$ cat src/rtl/stepvol_pkg.sv
package stepvol_pkg;

    typedef enum logic [1:0] {
        RS_HOLD   = 2'd0,
        RS_DEEPEN = 2'd1,
        RS_LIFT   = 2'd2
    } ramp_state_t;

    localparam logic [1:0] CH_MASTER = 2'b00;
    localparam logic [1:0] CH_LEFT   = 2'b01;
    localparam logic [1:0] CH_RIGHT  = 2'b10;

    // Gain for k dB: repeated multiply by 10^(-1/20) in Q0.16 with rounding.
    function automatic longint unsigned gain_of(input int k, input int frac, input int ratio_q16);
        longint unsigned g;
        g = 64'd1 << frac;
        for (int i = 0; i < k; i++) begin
            g = (g * longint'(ratio_q16) + 64'd32768) >> 16;
        end
        return g;
    endfunction

endpackage

$ cat src/rtl/vol_gain_rom.sv
module vol_gain_rom #(
    parameter int ATT_MAX   = 64,
    parameter int GW        = 16,
    parameter int FRAC      = 15,
    parameter int RATIO_Q16 = 58409,
    localparam int LW       = $clog2(ATT_MAX + 1)
) (
    input  logic [LW-1:0] idx,
    output logic [GW-1:0] gain
);
    import stepvol_pkg::*;

    logic [GW-1:0] tab [ATT_MAX+1];

    for (genvar k = 0; k <= ATT_MAX; k++) begin : g_rom
        assign tab[k] = GW'(gain_of(k, FRAC, RATIO_Q16));
    end

    always_comb begin
        gain = '0;
        for (int k = 0; k <= ATT_MAX; k++) begin
            if (idx == LW'(k)) gain = tab[k];
        end
    end
endmodule

$ cat src/rtl/vol_scale.sv
module vol_scale #(
    parameter int DW   = 16,
    parameter int GW   = 16,
    parameter int FRAC = 15
) (
    input  logic signed [DW-1:0] x,
    input  logic        [GW-1:0] g,
    output logic signed [DW-1:0] y
);
    localparam int PW = DW + GW + 1;
    localparam logic signed [PW-1:0] RND  = PW'(64'd1 << (FRAC - 1));
    localparam logic signed [PW-1:0] MAXV = PW'((64'd1 << (DW - 1)) - 64'd1);
    localparam logic signed [PW-1:0] MINV = -MAXV - PW'(1);

    logic signed [PW-1:0] xe, ge, prod, shifted;

    always_comb begin
        xe      = $signed({{(GW + 1){x[DW-1]}}, x});
        ge      = $signed({{(DW + 1){1'b0}}, g});
        prod    = xe * ge;
        shifted = (prod + RND) >>> FRAC;
        if (shifted > MAXV)      y = MAXV[DW-1:0];
        else if (shifted < MINV) y = MINV[DW-1:0];
        else                     y = shifted[DW-1:0];
    end
endmodule

$ cat src/rtl/vol_ramp.sv
module vol_ramp #(
    parameter int ATT_MAX = 64,
    localparam int LW     = $clog2(ATT_MAX + 1)
) (
    input  logic          clk,
    input  logic          rst_n,
    input  logic          tick,
    input  logic          wr,
    input  logic [LW-1:0] wr_lvl,
    output logic [LW-1:0] lvl
);
    import stepvol_pkg::*;

    ramp_state_t   st_q, st_n;
    logic [LW-1:0] tgt_q, tgt_n, cur_q, cur_n;

    always_comb begin
        cur_n = cur_q;
        if (tick) begin
            unique case (st_q)
                RS_HOLD:   cur_n = cur_q;
                RS_DEEPEN: cur_n = cur_q + 1'b1;
                RS_LIFT:   cur_n = cur_q - 1'b1;
                default:   cur_n = cur_q;
            endcase
        end
        tgt_n = wr ? wr_lvl : tgt_q;
        if (tgt_n > cur_n)      st_n = RS_DEEPEN;
        else if (tgt_n < cur_n) st_n = RS_LIFT;
        else                    st_n = RS_HOLD;
    end

    always_ff @(posedge clk or negedge rst_n) begin
        if (!rst_n) begin
            st_q  <= RS_HOLD;
            tgt_q <= '0;
            cur_q <= '0;
        end else begin
            st_q  <= st_n;
            tgt_q <= tgt_n;
            cur_q <= cur_n;
        end
    end

    always_comb lvl = cur_q;

    p_range_r1: assert property (@(posedge clk) disable iff (!rst_n)
        (cur_q <= LW'(ATT_MAX)) && (tgt_q <= LW'(ATT_MAX)));
    p_no_tick_r2: assert property (@(posedge clk) disable iff (!rst_n)
        !tick |=> $stable(cur_q));
    p_one_step_r2: assert property (@(posedge clk) disable iff (!rst_n)
        tick |=> (cur_q == $past(cur_q)) || (cur_q == $past(cur_q) + 1'b1)
                 || (cur_q + 1'b1 == $past(cur_q)));
    p_hold_r8: assert property (@(posedge clk) disable iff (!rst_n)
        (st_q == RS_HOLD && tick) |=> $stable(cur_q));
endmodule

$ cat src/rtl/stepvol_top.sv
module stepvol_top #(
    parameter int ATT_MAX   = 64,
    parameter int REQ_W     = 7,
    parameter int DW        = 16,
    parameter int GW        = 16,
    parameter int FRAC      = 15,
    parameter int RATIO_Q16 = 58409
) (
    input  logic                 clk,
    input  logic                 rst_n,
    input  logic                 smp_tick,
    input  logic                 vol_req,
    input  logic                 mute_req,
    input  logic [1:0]           req_chan,
    input  logic [REQ_W-1:0]     req_att,
    input  logic                 mute_val,
    input  logic signed [DW-1:0] in_l,
    input  logic signed [DW-1:0] in_r,
    output logic signed [DW-1:0] out_l,
    output logic signed [DW-1:0] out_r,
    output logic                 stall
);
    import stepvol_pkg::*;

    localparam int LW = $clog2(ATT_MAX + 1);

    logic [LW-1:0]        att_clamped;
    logic                 mute_q, stall_q;
    logic                 vol_bad, mute_bad, mute_ok;
    logic signed [DW-1:0] din [2];
    logic signed [DW-1:0] scaled [2];

    always_comb begin
        if (req_att > REQ_W'(ATT_MAX)) att_clamped = LW'(ATT_MAX);
        else                           att_clamped = req_att[LW-1:0];
        vol_bad  = vol_req && (req_chan != CH_LEFT) && (req_chan != CH_RIGHT);
        mute_bad = mute_req && (req_chan != CH_MASTER);
        mute_ok  = mute_req && (req_chan == CH_MASTER);
        din[0]   = in_l;
        din[1]   = in_r;
    end

    for (genvar c = 0; c < 2; c++) begin : g_ch
        localparam logic [1:0] MY_CH = (c == 0) ? CH_LEFT : CH_RIGHT;
        logic [LW-1:0] lvl;
        logic [GW-1:0] gain;
        logic          wr;

        assign wr = vol_req && (req_chan == MY_CH);

        vol_ramp #(.ATT_MAX(ATT_MAX)) u_ramp (
            .clk(clk), .rst_n(rst_n), .tick(smp_tick),
            .wr(wr), .wr_lvl(att_clamped), .lvl(lvl)
        );
        vol_gain_rom #(.ATT_MAX(ATT_MAX), .GW(GW), .FRAC(FRAC), .RATIO_Q16(RATIO_Q16)) u_rom (
            .idx(lvl), .gain(gain)
        );
        vol_scale #(.DW(DW), .GW(GW), .FRAC(FRAC)) u_scale (
            .x(din[c]), .g(gain), .y(scaled[c])
        );
    end

    always_ff @(posedge clk or negedge rst_n) begin
        if (!rst_n) begin
            mute_q  <= 1'b0;
            stall_q <= 1'b0;
        end else begin
            stall_q <= vol_bad || mute_bad;
            if (mute_ok) mute_q <= mute_val;
        end
    end

    always_ff @(posedge clk or negedge rst_n) begin
        if (!rst_n) begin
            out_l <= '0;
            out_r <= '0;
        end else begin
            out_l <= mute_q ? '0 : scaled[0];
            out_r <= mute_q ? '0 : scaled[1];
        end
    end

    assign stall = stall_q;

    p_stall_vol_r4: assert property (@(posedge clk) disable iff (!rst_n)
        (vol_req && (req_chan == CH_MASTER)) |=> stall);
    p_mute_take_r5: assert property (@(posedge clk) disable iff (!rst_n)
        (mute_req && req_chan == CH_MASTER && !vol_req) |=> !stall && (mute_q == $past(mute_val)));
    p_chmute_keep_r6: assert property (@(posedge clk) disable iff (!rst_n)
        (mute_req && req_chan != CH_MASTER) |=> stall && $stable(mute_q));
    p_mute_zero_r7: assert property (@(posedge clk) disable iff (!rst_n)
        mute_q |=> (out_l == '0) && (out_r == '0));
endmodule

$ cat config.mk
export PLATFORM = sky130hd
export DESIGN_NAME = stepvol_top
export DESIGN_NICKNAME = d
export VERILOG_FILES = /design/src/rtl/stepvol_pkg.sv /design/src/rtl/vol_gain_rom.sv /design/src/rtl/vol_scale.sv /design/src/rtl/vol_ramp.sv /design/src/rtl/stepvol_top.sv
export SDC_FILE = /design/constraint.sdc
export NUM_CORES = 1
export LEC_CHECK = 0
export BUFFER_PORTS_ARGS = -buffer_cell sky130_fd_sc_hd__buf_2
export CELL_PAD_IN_SITES_DETAIL_PLACEMENT = 1
export CELL_PAD_IN_SITES_GLOBAL_PLACEMENT = 2
export CORE_MARGIN = 8
export CORE_UTILIZATION = 40
export CTS_CLUSTER_DIAMETER = 150
export DETAILED_ROUTE_END_ITERATION = 10
export MAX_ROUTING_LAYER = met4
export PLACE_DENSITY = 0.84
export SKIP_LAST_GASP = 1
export SLEW_MARGIN = 20
export SYNTH_ARGS = -nofsm -noshare
export SYNTH_HDL_FRONTEND = slang
export SYNTH_SLANG_ARGS = --single-unit
$ cat constraint.sdc
create_clock -name clk -period 12.1 [get_ports clk]
set_input_delay 0.605 -clock clk [delete_from_list [all_inputs] [get_ports clk]]
set_output_delay 0.605 -clock clk [all_outputs]
set_load 0.02 [all_outputs]
# Yosys cells after proc, flatten, opt, wreduce, memory -nomap -nowiden
# Cells that the tools add are included.
# op_classes
n_lt_le_gt_ge	9
mux	147
multipliers	2
n_eq_ne	136
add_sub_neg	6
reduce_logical	11
# ops
op	count
16-bit 2-to-1 mux	136
7-bit by 6-bit equality test with 1-bit output (second input constant)	64
7-bit by 5-bit equality test with 1-bit output (second input constant)	32
7-bit by 4-bit equality test with 1-bit output (second input constant)	16
33-bit by 16-bit adder with 33-bit output (second input constant)	2
16-bit by 17-bit multiplier with 33-bit output	2
7-bit by 3-bit equality test with 1-bit output (second input constant)	8
18-bit by 16-bit > comparator with 1-bit output (second input constant)	2
18-bit by 16-bit < comparator with 1-bit output (second input constant)	2
7-bit 2-to-1 mux	5
7-bit by 2-bit equality test with 1-bit output (second input constant)	4
7-bit case mux with 2 select lines	2
7-bit by 1-bit adder with 7-bit output (second input constant)	2
7-bit by 1-bit equality test with 1-bit output (second input constant)	2
7-bit equality test (second input constant)	2
7-bit > comparator	2
7-bit logical NOT	2
7-bit < comparator	2
7-bit by 1-bit subtractor with 7-bit output (second input constant)	2
2-bit 2-to-1 mux	4
7-bit > comparator (second input constant)	1
2-bit by 1-bit equality test with 1-bit output (second input constant)	3
2-bit equality test (second input constant)	3
1-bit logical AND	6
other kinds (5)	5
# totals
register_bits	66
wordCells	321
inputBits	47

# Depth between registers and ports, before layout
# Gate-level depths: netlist of run 1.
# depth
word_depth	72
depth_mapped	41
depth_no_buf	37

# Hierarchy
# Synthesis of run 1 repeated with hierarchy kept, for this count alone.
# hier_totals
hier_cells	2883
hier_area_um2	24428.4
# by_module_without_submodules
module	area_each_um2	instances	cells_per_inst
vol_scale at g_ch[0].u_scale	8785.9	1	1012
vol_scale at g_ch[1].u_scale	8660.8	1	990
vol_gain_rom	1725.4	2	280
vol_ramp	1177.4	2	119
stepvol_top	1176.1	1	83

# Worst setup path after synthesis of run 1
# Ideal clock, no wire load.
# synth_path
path_type	register to register
startpoint	register g_ch[0].u_ramp.cur_q[0]
endpoint	register out_l[10]
required_time_ps	11962
path_stages_with_launch	39
arrival_ps	8789
setup_ps	138
period_less_slack_ps	8927
path_slack_ps	3173
cell_sequence	dfrtp_1 inv_1 ha_1 buf_2 buf_2 nor2b_1 a21oi_1 nor2_1 nor2_1 a311oi_1 a21oi_1 o211ai_1 a22oi_1 a22o_1 a2111oi_1 buf_2 nand2_1 fa_1 [... 3 more ...] inv_1 fa_1 inv_1 fa_1 inv_1 ha_1 and3_1 and2_1 and2_1 or2_2 a21oi_1 o21ai_0 a31oi_2 o21ai_1 xor2_1 a221oi_2 buf_2 o21ai_0
# synth_between
elab_chain_len	72
elab_cells_between_ends	137
cone_classes	add/sub: 1; mul: 1; order compare: 2; eq/ne: 64; mux: 68; reduce/logical: 1
# synth_rtl
element	line_no	rtl
start: declaration	vol_ramp.sv:15	logic [LW-1:0] tgt_q, tgt_n, cur_q, cur_n;
start signal: assignment	vol_ramp.sv:41	cur_q <= cur_n;
7-bit logical NOT	vol_gain_rom.sv:22	if (idx == LW'(k)) gain = tab[k];
16-bit 2-to-1 mux (64 in a row)	vol_gain_rom.sv:22	
16-bit 2-to-1 mux *	vol_gain_rom.sv:22	
16-bit by 17-bit multiplier with 33-bit output *	vol_scale.sv:20	prod = xe * ge;
33-bit by 16-bit adder with 33-bit output *	vol_scale.sv:21	shifted = (prod + RND) >>> FRAC;
18-bit by 16-bit < comparator with 1-bit output	vol_scale.sv:23	else if (shifted < MINV) y = MINV[DW-1:0];
16-bit 2-to-1 mux	vol_scale.sv:23	
16-bit 2-to-1 mux *	vol_scale.sv:22	if (shifted > MAXV) y = MAXV[DW-1:0];
16-bit 2-to-1 mux *	stepvol_top.sv:78	out_l <= mute_q ? '0 : scaled[0];
end signal: assignment	stepvol_top.sv:78	
end: declaration	stepvol_top.sv:19	output logic signed [DW-1:0] out_l,
# Every way passes the cells marked *; elsewhere a longest branch is shown, timed or not.
# A chain may end at the register's enable or synchronous reset.

# Final worst setup path of run 1
# layout_path
startpoint	register g_ch[1].u_ramp.cur_q[0]
endpoint	register out_r[14]
# layout_between
elab_chain_len	72
elab_cells_between_ends	137
cone_classes	add/sub: 1; mul: 1; order compare: 2; eq/ne: 64; mux: 68; reduce/logical: 1
# layout_rtl
element	line_no	rtl
start: declaration	vol_ramp.sv:15	
start signal: assignment	vol_ramp.sv:41	
7-bit logical NOT	vol_gain_rom.sv:22	
16-bit 2-to-1 mux (64 in a row)	vol_gain_rom.sv:22	
16-bit 2-to-1 mux *	vol_gain_rom.sv:22	
16-bit by 17-bit multiplier with 33-bit output *	vol_scale.sv:20	
33-bit by 16-bit adder with 33-bit output *	vol_scale.sv:21	
18-bit by 16-bit < comparator with 1-bit output	vol_scale.sv:23	
16-bit 2-to-1 mux	vol_scale.sv:23	
16-bit 2-to-1 mux *	vol_scale.sv:22	
16-bit 2-to-1 mux *	stepvol_top.sv:79	out_r <= mute_q ? '0 : scaled[1];
end signal: assignment	stepvol_top.sv:79	
end: declaration	stepvol_top.sv:20	output logic signed [DW-1:0] out_r,
# Marks and branches as above.

==> run_results.csv, run 1 <==
group,metric,value,unit
run,maxCapViolations,0,
clock_network,clkLatencyLatePin,0.40,ns
yosys,synth_area,0.0251,mm2
routing,first_pass_iters,5,
clock_network,h-tree-depth,3,
floorplanning,die_width,266,um
status,status,"finished, final reports clean",
hold_path,hold_path_class,"in -> async",
global_route,grt_pass1_vias,25026,
final_layout,finalInstanceArea,0.0265,mm2
yosys,syn-num-nets,3804,
critical_path,crit_top_cell,"fa_1",
final_layout,drive_gt1_share,6.88,%
critical_path,slowest_delay,0.77,ns
global_route,grt_max_degree,67,
routing,wire_per_inst,22.4,um
timing,period_needed,11.09,ns
clock_network,clk_pin_slew,0.08,ns
placed_design,place_congestion,0.953,
global_route,track_usage,25.8,%
clock_network,cts_tree,"built",
floorplanning,ios,80,
yosys,seq_area_frac_synth,6.58,%
critical_path,worstSetupEndpointType,"flop",
timing,grt_setup_unrepaired,"no",
routing,drc,0,
yosys,synth_xor_area_share,1.29,%
yosys,synth_compound_area_share,15.3,%
clock_network,cts_setup_buffers,0,
critical_path,crit_fanout,18,
yosys,synth_top_area_share,31.0,%
clock_network,postCtsHoldBufs,0,
yosys,synth_top_family_by_area,"adder cells",
timing,tightest_slew,1.11,ns
clock_network,postCtsResizedCells,0,
yosys,synthTopCellsByArea,"fa_1 (31%), ha_1 (13%), inv_1 (7.7%), dfrtp_1 (6.6%), and2_1 (5.6%)",
floorplanning,initial_core_util,40.1,%
global_route,antenna_found_initial,1,
routing,drtIter0Drc,1411,
placed_design,io_buffers,79,
floorplanning,dieArea,0.0710,mm2
yosys,synth_mux_area_share,0.633,%
routing,via_per_inst,5.70,
floorplanning,row_count,92,
critical_path,critical_path_class,"reg -> reg",
timing,setup-tns-final,0,ns
yosys,async_reset_ff_share,100,%
timing,max_freq,0.0902,GHz
critical_path,crit_arrival,11.43,ns
yosys,synthCells,3107,
floorplanning,die_y,266,um
clock_network,cts_buffer_depth,2,
global_route,grt_overflow,0,
floorplanning,core-area,0.0625,mm2
critical_path,worstPathRequired,12.44,ns
timing,max-slew-margin-rel,25.7,%
routing,ant_nets,0,
timing,period_share,91.7,%
yosys,ys_seq_elements,66,
global_route,grt_pass1_wl,142000,um
placed_design,hpwl,69300,um
yosys,synth.avg_cell_area,8.08,um2
timing,fin_worst_skew,0.0173,ns
critical_path,cp-start-kind,"flop",
routing,num_vias,22310,
final_layout,nNetsFinal,3760,
yosys,synth_warnings,0,
yosys,dominantRegCellSynth,"dfrtp_1",
clock_network,cts_made_buffers,9,
timing,finalSetupViolations,0,
yosys,synthSimpleGateAreaFrac,21.2,%
clock_network,cts_sinks,66,
timing,hold_viol,0,
clock_network,cts-root-buf,"clkbuf_16",
yosys,ys_types,99,
placed_design,placed_area,0.0262,mm2
critical_path,cp_slowest_cell,"a21oi_1",
timing,whs,0.377,ns
final_layout,synthToLayoutAreaGrowth,5.43,%
yosys,yosys.area.top_type,"fa_1",
yosys,synth_fa_ha_area_share,44.0,%
yosys,synth_edf_count,0,
timing,drv_slew,0,
routing,totalWireLength,87700,um
-- sequential cells by signal, indices dropped and copies added (netlist names) --
| signal | count |
|---|---|
| out_l | 16 |
| out_r | 16 |
| g_ch.u_ramp.lvl | 14 |
| g_ch.u_ramp.tgt_q | 14 |
| g_ch.u_ramp.st_q | 4 |
| mute_q | 1 |
| stall | 1 |
-- synth_stat cells (23+ instances only) --
master	number
inv_1	517
fa_1	388
nand2_1	363
ha_1	262
and2_1	224
a21oi_1	161
o21ai_0	150
nor2_1	135
clkbuf_1	126
dfrtp_1	66
a21o_1	58
nand2b_1	56
nor2b_1	51
nand3_1	44
and3_1	43
nor3_1	41
buf_2	29
xnor2_1	23
-- cells in the final DEF (no fill, tap or decap), types with 7 or more instances in the layout --
cell type | netlist | routed
a211oi_1 | 15 | 13
a21boi_0 | 7 | 7
a21o_1 | 58 | 58
a21oi_1 | 161 | 158
a22oi_1 | 13 | 13
a31oi_1 | 20 | 20
and2_1 | 224 | 224
and3_1 | 43 | 43
buf_2 | 29 | 78
buf_4 | 12 | 48
clkbuf_16 | 0 | 9
dfrtp_1 | 66 | 64
fa_1 | 388 | 388
ha_1 | 262 | 262
inv_1 | 517 | 517
mux2_2 | 7 | 7
mux2i_1 | 8 | 8
nand2_1 | 363 | 363
nand2b_1 | 56 | 56
nand3_1 | 44 | 44
nand3b_1 | 9 | 9
nand4_1 | 20 | 20
nor2_1 | 135 | 135
nor2b_1 | 51 | 50
nor3_1 | 41 | 39
o211ai_1 | 15 | 15
o21a_1 | 10 | 10
o21ai_0 | 150 | 149
o21ai_1 | 9 | 10
o21bai_1 | 11 | 11
o22ai_1 | 19 | 19
o31ai_1 | 10 | 10
o32ai_1 | 12 | 12
or2_2 | 7 | 7
or3_1 | 15 | 15
xnor2_1 | 23 | 23
xor2_1 | 14 | 14
-- stage by stage --
| step | worst slack [ns] | cells | util (%) |
|---|---|---|---|
| floorplan | 3.17 | 3107 | - |
| global placement | 1.25 | 3898 | 41.9 |
| detailed placement | 1.14 | 3898 | 41.9 |
| CTS | 1.09 | 3914 | 42.3 |
| global route | 0.464 | 3915 | 42.3 |
| finish | 1.01 | 3915 | 42.3 |
-- metal layers --
layer  vias up  GRT usage (%)  share of wire (%)
li1       9945              -                  -
met1     11478           32.2                 43
met2       701           43.2                 49
met3       186           2.85                4.9
met4         0           8.91                3.4
met5         -              -                  0
-- area by class of cell --
class / instances / area, um2
fill: 7584 / 36000
multi-input combinational: 2340 / 20800
inverter: 520 / 1950
sequential: 66 / 1650
tap: 846 / 1060
timing repair buffer: 126 / 751
clock buffer: 9 / 225
clock inverter: 7 / 60.1
antenna: 1 / 2.50
-- critical path, delay by kind of cell, from the launching register on --
kind                     cells  cell delay (ns)
AO/OA/AOI/OAI               13             3.79
adder cells (fa/ha/maj)      8             3.85
AND/OR/NAND/NOR              6             1.98
buffers and inverters        5             0.77
multiplexers                 1             0.13
flip-flops                   1             0.47
-- path summary, 6_finish.rpt --
kind	startpoint	end	slack (ns)	cells after the start
max in group asynchronous	rst_n	g_ch[0].u_ramp.lvl[3]	11.05	1
max reg2reg	g_ch[1].u_ramp.lvl[0]	out_r[14]	1.01	33
min	rst_n	g_ch[0].u_ramp.tgt_q[0]	0.38	1
min in group clk	mute_val	mute_q	0.46	2
max	g_ch[1].u_ramp.lvl[0]	out_r[14]	1.01	33
min reg2reg	g_ch[0].u_ramp.tgt_q[6]	g_ch[0].u_ramp.tgt_q[6]	0.50	1
-- cell families after synthesis --
group           Yosys count
mux                      15
flops                    66
buf+inv                 701
fa+ha+maj               650
xor+xnor                 37
compound gates          591
simple gates           1047
Power of run 1 is left out: the tool's default activity adds up to more than one toggle a clock period on the data nets, which glitch-free logic cannot reach.
==> inputs of run 2 (changes only) <==
--- a/config.mk
+++ b/config.mk
@@ -9,11 +9,11 @@
 export CELL_PAD_IN_SITES_DETAIL_PLACEMENT = 1
 export CELL_PAD_IN_SITES_GLOBAL_PLACEMENT = 2
 export CORE_MARGIN = 8
-export CORE_UTILIZATION = 40
+export CORE_UTILIZATION = 30
 export CTS_CLUSTER_DIAMETER = 150
 export DETAILED_ROUTE_END_ITERATION = 10
 export MAX_ROUTING_LAYER = met4
-export PLACE_DENSITY = 0.84
+export PLACE_DENSITY = 0.66
 export SKIP_LAST_GASP = 1
 export SLEW_MARGIN = 20
 export SYNTH_ARGS = -nofsm -noshare
==> run_results.csv, run 2 (synthesis results as in run 1) <==
group,metric,value,unit
final_layout,synthToLayoutAreaGrowth,7.14,%
critical_path,cp-start-kind,"flop",
critical_path,critical_path_class,"reg -> reg",
clock_network,cts_setup_buffers,0,
floorplanning,ios,80,
floorplanning,row_count,106,
routing,wire_per_inst,21.7,um
timing,fin_worst_skew,0.00564,ns
routing,first_pass_iters,5,
final_layout,final_common_cell,"inv_1",
critical_path,slowest_delay,0.91,ns
critical_path,crit_arrival,11.44,ns
routing,totalWireLength,90400,um
critical_path,crit_top_cell,"fa_1",
clock_network,cts_buffer_depth,2,
routing,drc,0,
routing,ant_nets,0,
clock_network,cts_made_buffers,9,
hold_path,hold_path_class,"in -> async",
placed_design,io_buffers,79,
timing,grt_setup_unrepaired,"no",
routing,drtIter0Drc,1132,
critical_path,crit_fanout,19,
final_layout,nFillCells,9961,
timing,finalSetupViolations,0,
timing,max_freq,0.0896,GHz
placed_design,place_congestion,0.929,
clock_network,cts-root-buf,"clkbuf_16",
clock_network,postCtsResizedCells,0,
floorplanning,dieArea,0.0932,mm2
global_route,track_usage,19.8,%
floorplanning,core-area,0.0833,mm2
routing,num_vias,22004,
final_layout,drive_gt1_share,7.17,%
clock_network,clk_pin_slew,0.06,ns
final_layout,nNetsFinal,3773,
floorplanning,initial_core_util,30.1,%
final_layout,top_regs,"out_l: 16 flops, out_r: 16 flops",
global_route,grt_overflow,0,
floorplanning,die_y,305,um
critical_path,cp_top_family,"adder cells",
floorplanning,die_width,305,um
global_route,grt_max_degree,67,
final_layout,mostFrequentLayoutCells,"inv_1 (517), fa_1 (388), nand2_1 (363)",
global_route,grt_pass1_vias,24860,
clock_network,cts_sinks,66,
global_route,grt_pass1_wl,144000,um
timing,drv_slew,0,
clock_network,clkLatencyLatePin,0.35,ns
placed_design,hpwl,73100,um
clock_network,postCtsHoldBufs,0,
timing,period_needed,11.16,ns
global_route,antenna_found_initial,2,
status,status,"finished, final reports clean",
critical_path,crit_buf_inv,5,
routing,via_per_inst,5.29,
timing,setup-tns-final,0,ns
timing,tightest_slew,1.12,ns
clock_network,cts_tree,"built",
clock_network,h-tree-depth,3,
timing,period_share,92.2,%
timing,max-slew-margin-rel,24.8,%
critical_path,worstSetupEndpointType,"flop",
critical_path,worstPathRequired,12.38,ns
timing,hold_viol,0,
run,maxCapViolations,0,
critical_path,cp_slowest_cell,"a21oi_1",
==> run 2: changes by cell type in the layout (fill, tap and decap cells not counted), moves of 2 or more <==
cell | previous run | this run
clkinv_4 | 0 | 2
clkinvlp_4 | 3 | 0
a21oi_1 | 158 | 161
a21oi_2 | 6 | 3
bufinv_16 | 0 | 2
buf_4 | 48 | 61
==> run 2: worst reg2reg max path: cells and delay by family (launching register included) <==
| kind | cells | cell delay, ns |
|---|---|---|
| multiplexers | 1 | 0.13 |
| AO/OA/AOI/OAI | 10 | 3.15 |
| AND/OR/NAND/NOR | 8 | 2.80 |
| buffers and inverters | 5 | 0.70 |
| flip-flops | 1 | 0.46 |
| adder cells (fa/ha/maj) | 8 | 3.88 |
==> run 2: cell type report <==
class	count	area, um2	area share, %
inverters	520	1950	7.26
flip-flops and latches	66	1660	6.16
well taps	1080	1350	5.03
clock buffers	9	225	0.838
multi-input cells	2340	20700	77.2
clock inverters	7	100	0.372
diodes	1	2.50	0.00931
repair buffers	139	848	3.16
==> run 2: worst paths after layout <==
check                                              from                 endpoint  slack [ns]  depth (start not counted)
worst min register to register  g_ch[1].u_ramp.tgt_q[6]  g_ch[1].u_ramp.tgt_q[6]        0.50                          1
worst max-delay path              g_ch[1].u_ramp.lvl[0]                out_r[14]        0.94                         32
worst max register to register    g_ch[1].u_ramp.lvl[0]                out_r[14]        0.94                         32
max in group asynchronous                         rst_n    g_ch[0].u_ramp.lvl[2]       11.07                          1
worst min-delay path                              rst_n  g_ch[1].u_ramp.tgt_q[0]        0.37                          1
min in group clk                               mute_val                   mute_q        0.49                          2
==> run 2: metrics by stage <==
| stage | std cells | hold WS [ns] | cell area [um2] | setup slack (ns) | util (%) |
|---|---|---|---|---|---|
| 2_1_floorplan | 3107 | 0.309 | 25100 | 3.17 | - |
| 3_3_place_gp | 4145 | 0.484 | 26600 | 0.930 | 31.9 |
| 3_5_place_dp | 4145 | 0.489 | 26600 | 0.919 | 31.9 |
| 4_1_cts | 4161 | 0.425 | 26900 | 0.842 | 32.3 |
| 5_1_grt | 4162 | 0.454 | 26900 | 0.436 | 32.3 |
| 6_report | 4162 | 0.368 | 26900 | 0.942 | 32.3 |
==> run 2: routing by layer <==
| layer | GRT usage [%] | up-vias | part of all wire, % |
|---|---|---|---|
| li1 | - | 9963 | - |
| met1 | 25.2 | 11392 | 45 |
| met2 | 33.9 | 497 | 50 |
| met3 | 1.59 | 152 | 3.3 |
| met4 | 5.61 | 0 | 2.7 |
| met5 | - | - | 0 |
Power of run 2 is left out for the same reason.
